--- config.mk ---
export PLATFORM = sky130hd
export DESIGN_NAME = hc_runctl
export DESIGN_NICKNAME = d
export VERILOG_FILES = /design/src/rtl/hc_runctl_pkg.sv /design/src/rtl/hc_rst_seq.sv /design/src/rtl/hc_run_fsm.sv /design/src/rtl/hc_cmd_view.sv /design/src/rtl/hc_runctl.sv
export SDC_FILE = /design/constraint.sdc
export NUM_CORES = 1
export LEC_CHECK = 0
export BUFFER_PORTS_ARGS = -buffer_cell sky130_fd_sc_hd__buf_2
export CAP_MARGIN = 10
export CORE_AREA = 3 3 40 42
export CTS_CLUSTER_DIAMETER = 100
export CTS_CLUSTER_SIZE = 20
export DETAILED_ROUTE_END_ITERATION = 16
export DIE_AREA = 0 0 43 45
export HOLD_SLACK_MARGIN = 0.1
export PLACE_DENSITY_LB_ADDON = 0.12
export REMOVE_ABC_BUFFERS = 1
export SLEW_MARGIN = 30
export SYNTH_ARGS = -nofsm -noshare
export SYNTH_HDL_FRONTEND = slang
export SYNTH_SLANG_ARGS = --single-unit
--- constraint.sdc ---
create_clock -name clk -period 1.2 [get_ports clk]
set_input_delay 0.24 -clock clk [delete_from_list [all_inputs] [get_ports clk]]
set_output_delay 0.24 -clock clk [all_outputs]
set_load 0.01 [all_outputs]
--- src/rtl/hc_runctl_pkg.sv ---
package hc_runctl_pkg;
   typedef enum logic [1:0] {
      ST_HALTED  = 2'd0,
      ST_RUNNING = 2'd1,
      ST_HALTING = 2'd2
   } hc_state_e;

   localparam int BIT_RUN = 0;
   localparam int BIT_RST = 1;
   localparam int FLS_LO  = 2;
   localparam int FLS_HI  = 3;
   localparam logic [1:0] FLS_1024 = 2'b00;
endpackage

--- src/rtl/hc_rst_seq.sv ---
module hc_rst_seq #(
   parameter int RST_CYCLES = 8
) (
   input  logic clk,
   input  logic rst_n,
   input  logic start,
   output logic busy
);
   localparam int CNT_W = (RST_CYCLES > 1) ? $clog2(RST_CYCLES) : 1;
   localparam int LEN_W = $clog2(RST_CYCLES + 2);

   if (RST_CYCLES < 1) begin : g_bad_len
      $error("hc_rst_seq: RST_CYCLES must be at least 1");
   end

   if (RST_CYCLES == 1) begin : g_single
      always_ff @(posedge clk or negedge rst_n) begin
         if (!rst_n) busy <= 1'b0;
         else        busy <= start;
      end
   end else begin : g_count
      logic [CNT_W-1:0] cnt;
      always_ff @(posedge clk or negedge rst_n) begin
         if (!rst_n) begin
            busy <= 1'b0;
            cnt  <= '0;
         end else if (start) begin
            busy <= 1'b1;
            cnt  <= CNT_W'(RST_CYCLES - 1);
         end else if (busy) begin
            if (cnt == '0) busy <= 1'b0;
            else           cnt  <= cnt - 1'b1;
         end
      end
   end

   logic [LEN_W-1:0] len_q;
   always_ff @(posedge clk or negedge rst_n) begin
      if (!rst_n)    len_q <= '0;
      else if (busy) len_q <= len_q + 1'b1;
      else           len_q <= '0;
   end

   AST_RST_LEN: assert property (@(posedge clk) disable iff (!rst_n)
      $fell(busy) |-> (len_q == LEN_W'(RST_CYCLES)));
   AST_RST_ONLY_ON_START: assert property (@(posedge clk) disable iff (!rst_n)
      $rose(busy) |-> $past(start));
endmodule

--- src/rtl/hc_run_fsm.sv ---
module hc_run_fsm
   import hc_runctl_pkg::*;
(
   input  logic clk,
   input  logic rst_n,
   input  logic rst_req,
   input  logic rst_busy,
   input  logic run_set,
   input  logic run_clr,
   input  logic mem_err,
   input  logic xact_busy,
   input  logic xact_done,
   output logic run_q,
   output logic halted
);
   hc_state_e state;
   logic      stop_now;
   logic      start_ok;
   logic      drain;

   assign stop_now = mem_err | run_clr;
   assign start_ok = run_set & ~mem_err;
   assign drain    = xact_busy & ~xact_done;

   always_ff @(posedge clk or negedge rst_n) begin
      if (!rst_n) begin
         state <= ST_HALTED;
         run_q <= 1'b0;
      end else if (rst_req || rst_busy) begin
         state <= ST_HALTED;
         run_q <= 1'b0;
      end else begin
         case (state)
            ST_RUNNING: begin
               if (stop_now) begin
                  run_q <= 1'b0;
                  state <= drain ? ST_HALTING : ST_HALTED;
               end
            end
            ST_HALTING: begin
               if (start_ok) begin
                  run_q <= 1'b1;
                  state <= ST_RUNNING;
               end else if (xact_done) begin
                  state <= ST_HALTED;
               end
            end
            default: begin
               if (start_ok) begin
                  run_q <= 1'b1;
                  state <= ST_RUNNING;
               end
            end
         endcase
      end
   end

   assign halted = (state == ST_HALTED);

   AST_NO_RUN_HALTED: assert property (@(posedge clk) disable iff (!rst_n)
      !(run_q && halted));
   AST_START_CLEARS_HALT: assert property (@(posedge clk) disable iff (!rst_n)
      (halted && start_ok && !rst_req && !rst_busy) |=> (run_q && !halted));
   AST_IDLE_STOP: assert property (@(posedge clk) disable iff (!rst_n)
      (run_q && run_clr && !xact_busy) |=> halted);
   AST_HALT_WAITS: assert property (@(posedge clk) disable iff (!rst_n)
      (state == ST_HALTING && !xact_done && !start_ok && !rst_req) |=> !halted);
   AST_ERR_STOPS: assert property (@(posedge clk) disable iff (!rst_n)
      (mem_err && !rst_busy) |=> !run_q);
   AST_IGNORE_IN_RST: assert property (@(posedge clk) disable iff (!rst_n)
      rst_busy |=> (!run_q && halted));
endmodule

--- src/rtl/hc_cmd_view.sv ---
module hc_cmd_view
   import hc_runctl_pkg::*;
#(
   parameter int CMD_W = 4
) (
   input  logic             run_q,
   input  logic             rst_busy,
   output logic [CMD_W-1:0] rd_data
);
   if (CMD_W < FLS_HI + 1) begin : g_bad_width
      $error("hc_cmd_view: CMD_W must hold the frame list size field");
   end

   always_comb begin
      rd_data                 = '0;
      rd_data[BIT_RUN]        = run_q;
      rd_data[BIT_RST]        = rst_busy;
      rd_data[FLS_HI:FLS_LO]  = FLS_1024;
   end
endmodule

--- src/rtl/hc_runctl.sv ---
module hc_runctl
   import hc_runctl_pkg::*;
#(
   parameter int CMD_W      = 4,
   parameter int RST_CYCLES = 8
) (
   input  logic             clk,
   input  logic             rst_n,
   input  logic             wr_en,
   input  logic [1:0]       wr_cmd,
   output logic [CMD_W-1:0] rd_data,
   output logic             halted,
   output logic             sched_go,
   input  logic             xact_busy,
   input  logic             xact_done,
   input  logic             mem_err,
   output logic             eng_abort,
   output logic             ports_to_comp,
   output logic             dbg_rst_err
);
   logic rst_busy;
   logic rst_req;
   logic wr_ok;
   logic run_set;
   logic run_clr;
   logic run_q;

   assign rst_req = wr_en & wr_cmd[BIT_RST] & ~rst_busy;
   assign wr_ok   = wr_en & ~wr_cmd[BIT_RST] & ~rst_busy;
   assign run_set = wr_ok &  wr_cmd[BIT_RUN];
   assign run_clr = wr_ok & ~wr_cmd[BIT_RUN];

   hc_rst_seq #(.RST_CYCLES(RST_CYCLES)) u_seq (
      .clk   (clk),
      .rst_n (rst_n),
      .start (rst_req),
      .busy  (rst_busy)
   );

   hc_run_fsm u_fsm (
      .clk       (clk),
      .rst_n     (rst_n),
      .rst_req   (rst_req),
      .rst_busy  (rst_busy),
      .run_set   (run_set),
      .run_clr   (run_clr),
      .mem_err   (mem_err),
      .xact_busy (xact_busy),
      .xact_done (xact_done),
      .run_q     (run_q),
      .halted    (halted)
   );

   hc_cmd_view #(.CMD_W(CMD_W)) u_view (
      .run_q    (run_q),
      .rst_busy (rst_busy),
      .rd_data  (rd_data)
   );

   always_ff @(posedge clk or negedge rst_n) begin
      if (!rst_n) begin
         ports_to_comp <= 1'b0;
         dbg_rst_err   <= 1'b0;
      end else begin
         ports_to_comp <= rst_req;
         dbg_rst_err   <= rst_req & ~halted;
      end
   end

   assign sched_go  = run_q;
   assign eng_abort = rst_busy;

   AST_POST_RST: assert property (@(posedge clk) disable iff (!rst_n)
      $fell(rst_busy) |-> (halted && !run_q));
   AST_DBG_IN_RST: assert property (@(posedge clk) disable iff (!rst_n)
      dbg_rst_err |-> (rst_busy && halted));
   AST_COMP_PULSE: assert property (@(posedge clk) disable iff (!rst_n)
      ports_to_comp |=> !ports_to_comp);
endmodule

==> flow_summary.json <==
{
  "power_density_nw_per_um2": 1900,
  "start_kind": "flip-flop",
  "nNetsFinal": 107,
  "clk_latency_ns": 0.28,
  "reg2regPathDepth": 5,
  "grt_start_max_net_pins": 10,
  "synthesis.instances": 59,
  "remaining_drc_errors": 0,
  "crit_required_ns": 0.96,
  "multi_input_area_sq_um": 362,
  "yosysMostFrequentCell": "dfrtp_1",
  "cts_htree_levels": 1,
  "place_congestion": 0.710,
  "netlist_area_sq_um": 543,
  "hold_path_startpoint": "xact_busy",
  "dieArea_sq_um": 1940,
  "max_cap_viol_count": 0,
  "num_rows": 13,
  "fin_skew_ns": 0.00930,
  "numCtsBuffers": 3,
  "rsz0062_at_grt": "true",
  "rr_startpoint": "u_fsm.state[1]",
  "clockBufferDepth": 2,
  "yosysWarningCount": 0,
  "cts_tree": "yes",
  "worstHoldPathCells": 3,
  "wl_per_cell_um": 13.5,
  "final_layout_size_suffix_gt1_share_pct": 67.7,
  "hold_viol": 0,
  "seqCellArea_sq_um": 226,
  "first_pass_iters": 3,
  "wirelength_mm": 1.46,
  "power_leakage_nw": 0.441,
  "fillers": 92,
  "fin_ws_ns": -0.0914,
  "postRouteAntennaNets": 0,
  "synth_area_per_cell_sq_um": 9.20,
  "start_util_pct": 42.3,
  "viasPerCell": 4.92,
  "synth_top_flop_cell": "dfrtp_1",
  "worst_hold_slack_ns": 0.277,
  "final_cells": 108,
  "worstSetupPathType": "flip-flop to output pin",
  "synthTopCellsByArea": "dfrtp_1 (41%), ha_1 (12%), buf_4 (5.5%)",
  "synth_edf_count": 0,
  "placedCellCount": 94,
  "fmax_mhz": 774,
  "cp.arrival_ns": 1.05,
  "grt_pass1_vias": 451,
  "fin_crit_ns": 1.29,
  "ys_ff_latch": 9,
  "violations": "setup timing",
  "ys_async_sr_fraction_pct": 100,
  "first_iter_violations": 8,
  "min_path_type": "primary input to flip-flop",
  "clkSinkCount": 9,
  "synth_top_area_share_pct": 41.5,
  "overflow": 0,
  "whs_endpoint": "u_fsm.state[1]",
  "grt_usage_pct": 13.7,
  "regToRegSetupSlack_ns": -0.08,
  "area_growth_pct": 67.5,
  "cp_max_fo": 3,
  "peakVddDrop_v": 0.00127,
  "fin_crit_sh_pct": 108,
  "status": "complete, but fails checks",
  "cp-end-kind": "output pin",
  "yosysTopAreaCell": "dfrtp_1",
  "antenna_cells": 0,
  "via_count": 531,
  "report.final.slew_viol_count": 0,
  "die_w_um": 43,
  "die_h_um": 45,
  "hpwl_um": 830,
  "io_pins": 17,
  "r2r-end": "u_fsm.state[0]",
  "core_sq_um": 1280,
  "port_buffers": 14,
  "finalSetupViolCount": 6,
  "cts_root_buf": "clkbuf_4",
  "grt_pass1_wl_mm": 1.89,
  "ys_top_cells_by_count": "dfrtp_1 (9), inv_1 (7), nand2_1 (7)",
  "preCtsSetupSlack_ns": -0.143,
  "ys_seq_area_share_pct": 41.5,
  "design_area_sq_um": 910,
  "synthDistinctLibCells": 25,
  "placed_cell_area_sq_um": 673,
  "clkTransAtPathRegs_ns": 0.07,
  "antenna_found_initial": 0
}
## power breakdown
part           internal [mW]  switching (mW)
registers              0.392          0.0813
logic                  0.569           0.428
clock network          0.129           0.127
total                   1.09           0.636
## what timing repair did
action,in CTS,in global routing
gates cloned,0,0
pin swaps,9,6
resized for setup,22,12
hold buffers,1,0
endpoints found under the setup margin,6,8
endpoints found under the hold margin,9,0
buffers inserted,4,5
## critical path, stage by stage (launching register included)
cell and delay, ns:
dfrtp_1 0.42, inv_2 0.12, ha_4 0.14, buf_6 0.09
## registers in the layout, indices dropped and copies added, names as in the netlist
signal             count
dbg_rst_err            1
u_seq.busy             1
u_fsm.run_q            1
u_fsm.state            2
u_seq.g_count.cnt      3
ports_to_comp          1
## worst max path at each step
stage,startpoint,to,slack [ns]
after floorplan,u_seq.g_count.cnt[0],u_seq.g_count.cnt[0],-0.06
after global routing,u_fsm.state[1],u_fsm.state[0],-0.15
after global placement,u_fsm.state[1],u_fsm.state[1],-0.15
after detailed placement,u_fsm.state[1],u_fsm.state[0],-0.14
after CTS,u_fsm.state[1],halted,-0.05
final,u_fsm.state[0],halted,-0.09
## cell usage in the layout (no fill, tap or decap), types with 3 or more instances in the layout
cell	instances
inv_2	6
buf_4	17
clkbuf_4	3
buf_6	4
nor2_1	3
buf_2	11
nand2_1	6
dfrtp_1	8
ha_4	4
## logic make-up (layout without fill, tap and decap cells)
family | Yosys count | count (layout) | synth area share (%)
flip-flops | 9 | 9 | 41.5
buffers and inverters | 13 | 46 | 11.8
AND/OR/NAND/NOR | 18 | 18 | 16.8
AO/OA/AOI/OAI | 12 | 12 | 15.7
multiplexers | 1 | 1 | 2.07
adder cells (fa/ha/maj) | 5 | 5 | 11.5
other | 1 | 2 | 0.691
## routing by layer
metal / global-route usage, % / vias up / wire length [um]
met5: 0 / - / 0
met4: 3.61 / 0 / 50
met3: 5.98 / 6 / 100
li1: - / 261 / -
met2: 21.9 / 17 / 724
met1: 17.2 / 247 / 581
## layout make-up
class                   count  share of cell area, %
multi-input cells          38                   39.8
repair buffers             33                   26.1
flip-flops and latches      9                   24.9
inverters                   9                   4.26
clock buffers               4                   2.89
well taps                  15                   2.06
## through the flow
| step | total power [mW] | utilization [%] | TNS [ns] |
|---|---|---|---|
| after global placement | 1.06 | 52.4 | -0.372 |
| after CTS | 1.51 | 63.3 | -0.168 |
| final | 1.73 | 70.8 | -0.337 |
| after floorplan | 0.775 | - | -0.0595 |
| after global routing | 1.84 | 70.8 | -0.602 |
| after detailed placement | 1.07 | 52.4 | -0.353 |
Power figures use the tool's default switching activity.
